<file path="config.mk">
export PLATFORM = sky130hd
export DESIGN_NAME = pageBufCtl
export DESIGN_NICKNAME = d
export VERILOG_FILES = /design/src/rtl/pageBufPkg.sv /design/src/rtl/pageBufData.sv /design/src/rtl/pageBufFsm.sv /design/src/rtl/pageBufCtl.sv
export SDC_FILE = /design/constraint.sdc
export NUM_CORES = 1
export LEC_CHECK = 0
export CAP_MARGIN = 30
export CORE_MARGIN = 8
export CORE_UTILIZATION = 40
export DETAILED_ROUTE_END_ITERATION = 12
export DONT_BUFFER_PORTS = 1
export SLEW_MARGIN = 40
export SYNTH_ARGS = -nofsm -noshare
export SYNTH_HDL_FRONTEND = slang
export SYNTH_SLANG_ARGS = --single-unit
</file>
<file path="constraint.sdc">
create_clock -name clk -period 14.5 [get_ports clk]
set_input_delay 0.725 -clock clk [delete_from_list [all_inputs] [get_ports clk]]
set_output_delay 0.725 -clock clk [all_outputs]
set_load 0.005 [all_outputs]
</file>
<file path="src/rtl/pageBufPkg.sv">
package pageBufPkg;

  typedef enum logic [2:0] {
    ST_IDLE,
    ST_DATA,
    ST_RDWAIT,
    ST_WRWAIT,
    ST_PFWAIT,
    ST_ERR1,
    ST_ERR2
  } ctlState_t;

  // strobes from control to datapath
  typedef struct packed {
    logic accept;     // latch request address / data
    logic hitLoad;    // capture hit word, promote hit buffer
    logic inval;      // drop buffer holding the written page
    logic demandFill; // install demand page as most-recently-used
    logic pfFill;     // install prefetched page, keep replacement bit
    logic selPf;      // array address comes from prefetch target
  } ctlStrobe_t;

endpackage

</file>
<file path="src/rtl/pageBufData.sv">
module pageBufData
  import pageBufPkg::*;
#(
  parameter int WADDR_W = 14,
  parameter int PAGE_W  = WADDR_W - 2,
  parameter int NBUF    = 2
) (
  input  logic                         clk,
  input  logic                         rstN,
  input  ctlStrobe_t                   strb,
  input  logic [PAGE_W-1:0]            busPage,
  input  logic [1:0]                   busWord,
  input  logic [31:0]                  busWdata,
  input  logic [127:0]                 flashRdata,
  output logic                         busHit,
  output logic                         pfHeld,
  output logic [31:0]                  rdData,
  output logic [PAGE_W-1:0]            flashPage,
  output logic [1:0]                   flashWord,
  output logic [31:0]                  flashWdata,
  output logic [NBUF-1:0]              validOut,
  output logic [NBUF-1:0][PAGE_W-1:0]  tagOut
);

  logic [127:0]      pageData [NBUF];
  logic [PAGE_W-1:0] tag      [NBUF];
  logic [NBUF-1:0]   valid;
  logic [NBUF-1:0]   hitVec;
  logic [NBUF-1:0]   pfVec;
  logic              lru;       // index of least-recently-used buffer
  logic              hitIdx;
  logic [PAGE_W-1:0] reqPage;
  logic [PAGE_W-1:0] pfPage;
  logic [1:0]        reqWord;
  logic [31:0]       wdataReg;
  logic [31:0]       hitWord;
  logic [31:0]       fillWord;

  for (genvar g = 0; g < NBUF; g++) begin : gLook
    assign hitVec[g] = valid[g] && (tag[g] == busPage);
    assign pfVec[g]  = valid[g] && (tag[g] == pfPage);
    assign tagOut[g] = tag[g];
  end

  assign busHit     = |hitVec;
  assign pfHeld     = |pfVec;
  assign hitIdx     = hitVec[1];
  assign hitWord    = pageData[hitIdx][{busWord, 5'b0} +: 32];
  assign fillWord   = flashRdata[{reqWord, 5'b0} +: 32];
  assign flashPage  = strb.selPf ? pfPage : reqPage;
  assign flashWord  = reqWord;
  assign flashWdata = wdataReg;
  assign validOut   = valid;

  always_ff @(posedge clk or negedge rstN) begin
    if (!rstN) begin
      valid    <= '0;
      lru      <= 1'b0;
      rdData   <= '0;
      reqPage  <= '0;
      pfPage   <= '0;
      reqWord  <= '0;
      wdataReg <= '0;
    end else begin
      if (strb.accept) begin
        reqPage  <= busPage;
        reqWord  <= busWord;
        pfPage   <= busPage + 1'b1;
        wdataReg <= busWdata;
      end
      if (strb.hitLoad) begin
        rdData <= hitWord;
        lru    <= ~hitIdx;
      end
      for (int i = 0; i < NBUF; i++) begin
        if (strb.inval && hitVec[i]) valid[i] <= 1'b0;
      end
      if (strb.demandFill) begin
        valid[lru] <= 1'b1;
        rdData     <= fillWord;
        lru        <= ~lru;
      end
      if (strb.pfFill) valid[lru] <= 1'b1;
    end
  end

  always_ff @(posedge clk) begin
    if (strb.demandFill) begin
      pageData[lru] <= flashRdata;
      tag[lru]      <= reqPage;
    end
    if (strb.pfFill) begin
      pageData[lru] <= flashRdata;
      tag[lru]      <= pfPage;
    end
  end

endmodule

</file>
<file path="src/rtl/pageBufFsm.sv">
module pageBufFsm
  import pageBufPkg::*;
#(
  parameter int NUM_MASTERS = 4,
  parameter int MID_W       = (NUM_MASTERS > 1) ? $clog2(NUM_MASTERS) : 1,
  parameter int WAIT_W      = 4
) (
  input  logic                   clk,
  input  logic                   rstN,
  input  logic                   req,
  input  logic                   write,
  input  logic [MID_W-1:0]       master,
  input  logic [NUM_MASTERS-1:0] rdAllow,
  input  logic [NUM_MASTERS-1:0] wrAllow,
  input  logic [WAIT_W-1:0]      rdWait,
  input  logic [WAIT_W-1:0]      wrWait,
  input  logic                   prefetchEn,
  input  logic                   busHit,
  input  logic                   pfHeld,
  output ctlStrobe_t             strb,
  output logic                   hready,
  output logic                   hresp,
  output logic                   flashRd,
  output logic                   flashWr
);

  ctlState_t         st, stNext;
  logic [WAIT_W-1:0] cnt, cntNext;
  logic              pfArm, pfArmNext;
  logic              accept, allowed;

  always_comb begin
    accept  = req && (st == ST_IDLE || st == ST_DATA || st == ST_PFWAIT);
    allowed = write ? wrAllow[master] : rdAllow[master];

    strb            = '0;
    strb.accept     = accept;
    strb.hitLoad    = accept && allowed && !write && busHit;
    strb.inval      = accept && allowed && write;
    strb.demandFill = (st == ST_RDWAIT) && (cnt == rdWait);
    strb.pfFill     = (st == ST_PFWAIT) && !accept && (cnt == rdWait);
    strb.selPf      = (st == ST_PFWAIT);

    stNext    = st;
    cntNext   = cnt + 1'b1;
    pfArmNext = pfArm;
    if (accept) begin
      cntNext   = '0;
      pfArmNext = allowed && !write;
      if (!allowed)    stNext = ST_ERR1;
      else if (write)  stNext = ST_WRWAIT;
      else if (busHit) stNext = ST_DATA;
      else             stNext = ST_RDWAIT;
    end else begin
      unique case (st)
        ST_IDLE: begin
          pfArmNext = 1'b0;
          if (pfArm && prefetchEn && !pfHeld) begin
            stNext  = ST_PFWAIT;
            cntNext = '0;
          end
        end
        ST_DATA:   stNext = ST_IDLE;
        ST_RDWAIT: if (cnt == rdWait) stNext = ST_DATA;
        ST_WRWAIT: if (cnt == wrWait) stNext = ST_DATA;
        ST_PFWAIT: if (cnt == rdWait) stNext = ST_IDLE;
        ST_ERR1:   stNext = ST_ERR2;
        ST_ERR2:   stNext = ST_IDLE;
        default:   stNext = ST_IDLE;
      endcase
    end
  end

  always_ff @(posedge clk or negedge rstN) begin
    if (!rstN) begin
      st    <= ST_IDLE;
      cnt   <= '0;
      pfArm <= 1'b0;
    end else begin
      st    <= stNext;
      cnt   <= cntNext;
      pfArm <= pfArmNext;
    end
  end

  assign hready  = (st == ST_IDLE) || (st == ST_DATA) || (st == ST_PFWAIT) || (st == ST_ERR2);
  assign hresp   = (st == ST_ERR1) || (st == ST_ERR2);
  assign flashRd = (st == ST_RDWAIT) || (st == ST_PFWAIT);
  assign flashWr = (st == ST_WRWAIT);

endmodule

</file>
<file path="src/rtl/pageBufCtl.sv">
module pageBufCtl
  import pageBufPkg::*;
#(
  parameter int NUM_MASTERS = 4,
  parameter int MID_W       = (NUM_MASTERS > 1) ? $clog2(NUM_MASTERS) : 1,
  parameter int WADDR_W     = 14,
  parameter int WAIT_W      = 4
) (
  input  logic                   clk,
  input  logic                   rstN,
  input  logic                   req,
  input  logic                   write,
  input  logic [MID_W-1:0]       master,
  input  logic [WADDR_W-1:0]     wordAddr,
  input  logic [31:0]            wdata,
  output logic                   hready,
  output logic                   hresp,
  output logic [31:0]            rdata,
  input  logic [NUM_MASTERS-1:0] rdAllow,
  input  logic [NUM_MASTERS-1:0] wrAllow,
  input  logic [WAIT_W-1:0]      rdWait,
  input  logic [WAIT_W-1:0]      wrWait,
  input  logic                   prefetchEn,
  output logic                   flashRd,
  output logic                   flashWr,
  output logic [WADDR_W-3:0]     flashPage,
  output logic [1:0]             flashWord,
  output logic [31:0]            flashWdata,
  input  logic [127:0]           flashRdata
);

  localparam int PAGE_W = WADDR_W - 2;
  localparam int NBUF   = 2;

  ctlStrobe_t                  strb;
  logic                        busHit;
  logic                        pfHeld;
  logic [NBUF-1:0]             validOut;
  logic [NBUF-1:0][PAGE_W-1:0] tagOut;

  pageBufFsm #(
    .NUM_MASTERS(NUM_MASTERS), .MID_W(MID_W), .WAIT_W(WAIT_W)
  ) uFsm (
    .clk(clk), .rstN(rstN), .req(req), .write(write), .master(master),
    .rdAllow(rdAllow), .wrAllow(wrAllow), .rdWait(rdWait), .wrWait(wrWait),
    .prefetchEn(prefetchEn), .busHit(busHit), .pfHeld(pfHeld), .strb(strb),
    .hready(hready), .hresp(hresp), .flashRd(flashRd), .flashWr(flashWr)
  );

  pageBufData #(
    .WADDR_W(WADDR_W), .PAGE_W(PAGE_W), .NBUF(NBUF)
  ) uData (
    .clk(clk), .rstN(rstN), .strb(strb),
    .busPage(wordAddr[WADDR_W-1:2]), .busWord(wordAddr[1:0]),
    .busWdata(wdata), .flashRdata(flashRdata), .busHit(busHit),
    .pfHeld(pfHeld), .rdData(rdata), .flashPage(flashPage),
    .flashWord(flashWord), .flashWdata(flashWdata),
    .validOut(validOut), .tagOut(tagOut)
  );

endmodule

</file>
==> flow_metrics.py <==
metrics = {
    "pwr": {
        "p_leak_uw": 0.006623,
        "power_frac_clock": 0.339,
        "p_switching_uw": 908.8,
        "p_comb_frac": 0.188,
        "swShare": 0.2838,
        "vdd_ir_drop_max_mv": 0.1045,
        "seqPwrFrac": 0.473,
        "p_int_uw": 2293,
        "powerDensity_nw_per_um2": 169.1,
    },
    "global_route": {
        "grt_overflow_total": 0,
        "grt_max_degree": 102,
        "grt_pass1_vias": 9691,
        "track_usage": 0.1682,
        "grt_pass1_wl_mm": 63.99,
        "antenna_found_initial": 0,
    },
    "synth": {
        "yosysSeqAreaShare": 0.6425,
        "synth_ff_type": "edfxtp_1",
        "ys_types": 46,
        "synthCells": 1161,
        "synth_top_area_cell": "edfxtp_1",
        "synthesis.area_sq_um": 17020,
        "synth_area_leaders": "edfxtp_1 (49%), dfrtp_1 (15%), mux2_2 (7.3%)",
        "yosysTopAreaCellShare": 0.4940,
        "avgSynthCellArea_sq_um": 14.66,
        "synth-warning-count": 0,
        "synth_edf_count": 280,
        "async_flop_share": 0.2651,
        "ys_seq_elements": 381,
        "synth_nets": 1360,
    },
    "placed_design": {
        "place_inst": 1634,
        "port_buffers": 0,
        "place_area_sq_um": 17490,
        "finalWeightedCongestion": 0.8070,
        "place_hpwl_mm": 26.98,
    },
    "routing": {
        "first_iter_violations": 743,
        "drcViolationCount": 0,
        "viasPerCell": 5.558,
        "via_count": 9527,
        "detail_route.wl_per_cell_microns": 24.97,
        "routed_wl_mm": 42.79,
        "dr.pass1.iters": 5,
        "ant_nets": 0,
    },
    "worst_setup_path": {
        "cp_data_arrival_time_ns": 3.74,
        "crit_path_end_kind": "register",
        "cp.required_ns": 14.68,
        "cp_max_fo": 79,
        "crit_slowest_cell": "nor4_2",
        "reg2reg_depth": 6,
        "critPathKind": "register to register",
        "r2r_setup_slack_ns": 10.94,
        "slowest_delay_ns": 0.62,
        "worstSetupStartpointType": "register",
        "crit_chain": "xor2_1, nor4_2, nand3_2, buf_4, a21oi_4, buf_6",
    },
    "die": {
        "fp-row-count": 75,
        "dieArea_sq_um": 49410,
        "ios": 279,
        "start_util": 0.4058,
        "die_x_microns": 222.3,
        "die_h_microns": 222.3,
        "coreArea_sq_um": 41950,
    },
    "timing": {
        "slew_headroom": 0.4239,
        "post-route-period-util": 0.2455,
        "setup_viol": 0,
        "worst_hold_slack_ns": 0.1407,
        "final.setup.tns_ns": 0,
        "clock.fmax_ghz": 0.2810,
        "drv_slew": 0,
        "min_period_ns": 3.559,
        "hold_viol": 0,
        "rsz0062_at_grt": "false",
        "worst-slew-pin-transition_ns": 0.8642,
        "finClkSkew_ns": 0.01677,
    },
    "layout": {
        "fin_util": 0.4513,
        "final_cells": 1714,
        "drive_above_1_share": 0.2519,
        "fin_nets": 1340,
        "diodes": 0,
        "syn_to_final_growth_pct": 11.22,
        "stdcell_area_sq_um": 18930,
    },
    "cts": {
        "cts_tree": "done",
        "clock_path_buffers": 3,
        "cts_resized": 0,
        "cts_setup_buffers": 0,
        "clkTransAtPathRegs_ns": 0.05,
        "clock-sinks": 381,
        "cts_buffers": 43,
        "htreeDepth": 2,
        "clock_latency_ns": 0.56,
        "cts_root_buf": "clkbuf_16",
        "cts_hold_buffers": 1,
    },
    "worst_hold_path": {
        "hold_path.class": "primary input to async pin",
    },
    "run": {
        "maxCapViolCount": 0,
    },
    "status": {
        "status": "finished clean",
    },
}
flip-flops by register name (all words and copies together), names as in the netlist:
| name | flops |
|---|---|
| uData.tag | 24 |
| uData.validOut | 2 |
| uData.flashWdata | 32 |
| uData.rdData | 32 |
| uData.reqPage | 12 |
| uFsm.pfArm | 1 |
| uData.pfPage | 12 |
| uFsm.st | 3 |
| uFsm.cnt | 4 |
| uData.flashWord | 2 |
| uData.pageData | 256 |
| uData.lru | 1 |
placed cells by master (no fill, tap or decap), types with 32 or more instances in the layout:
master and count:
xnor2_1 48, dfrtp_1 99, mux2_2 110, nor2_1 73, mux4_2 34, a211oi_2 32
a221o_1 32, nand2_1 190, a22oi_1 32, clkbuf_16 44, edfxtp_1 280
cells in the mapped netlist (3+ instances only):
master    instances
xor2_1           21
mux2_1            7
and3_1            6
mux2_2          110
inv_1             4
xnor2_1          48
buf_1             6
a21oi_1           4
clkbuf_1         41
nand2b_1          4
nand2_1         190
a21o_1            3
nand3_1          18
nand4_1           7
a221oi_1          4
o21ai_0          13
buf_4             5
nor2_1           74
buf_6            10
a221o_1          32
buf_2            19
dfrtp_1         101
a22oi_1          32
a211oi_2         32
mux4_2           34
a221oi_2         28
mux2i_1           3
edfxtp_1        280
cell type report:
class | instances | area (sq um)
Timing Repair Buffer | 16 | 162.7
Clock buffer | 67 | 1237
Multi-Input combinational cell | 695 | 5728
Tap cell | 539 | 674.4
Sequential cell | 381 | 10940
Clock inverter | 12 | 173.9
Fill cell | 3650 | 23020
Inverter | 4 | 15.01
through the flow:
| step | total power, uW | worst slack (ns) |
|---|---|---|
| 2_1_floorplan | 1960 | 1.914 |
| 3_3_place_gp | 2129 | 10.44 |
| 3_5_place_dp | 2143 | 10.64 |
| 4_1_cts | 3246 | 10.94 |
| 5_1_grt | 3355 | 10.75 |
| 6_report | 3202 | 10.94 |
kinds of logic (layout without fill, tap and decap cells):
kind of cell,after synthesis,count (layout),synth area share
fa+ha+maj,2,2,0.001470
buf+inv,85,99,0.02566
compound gates,157,157,0.09402
mux,154,154,0.1242
simple gates,313,313,0.07667
flops,381,381,0.6425
xor+xnor,69,69,0.03551
worst max-delay path: cells and delay by family, from the launching register on:
| kind | cells | cell delay, ns |
|---|---|---|
| AND/OR/NAND/NOR | 2 | 1.21 |
| buffers and inverters | 2 | 1.03 |
| flip-flops | 1 | 0.43 |
| AO/OA/AOI/OAI | 1 | 0.21 |
| XOR/XNOR | 1 | 0.18 |
final timing paths:
check | from | end
max | uFsm.cnt[1] | uData.pageData[0][111]
min | rstN | uData.rdData[25]
max reg2reg | uFsm.cnt[1] | uData.pageData[0][111]
min reg2reg | uData.reqPage[5] | uData.reqPage[5]
max in group asynchronous | rstN | uData.flashWord[0]
min in group clk | flashRdata[52] | uData.pageData[0][52]
routing by layer:
layer	track usage	part of all wire
met2	0.2796	0.49
met3	0.05453	0.079
met1	0.2070	0.41
met5	0	0
met4	0.05089	0.023
power groups by stage:
stage	clock [uW]	combinational [uW]	sequential, uW
after global placement	0	595	1530
after global routing	1160	663	1540
after floorplan	0	487	1470
final	1080	602	1520
after detailed placement	0	604	1540
after CTS	1110	613	1520
No activity file was read; power rests on OpenSTA's default activity.
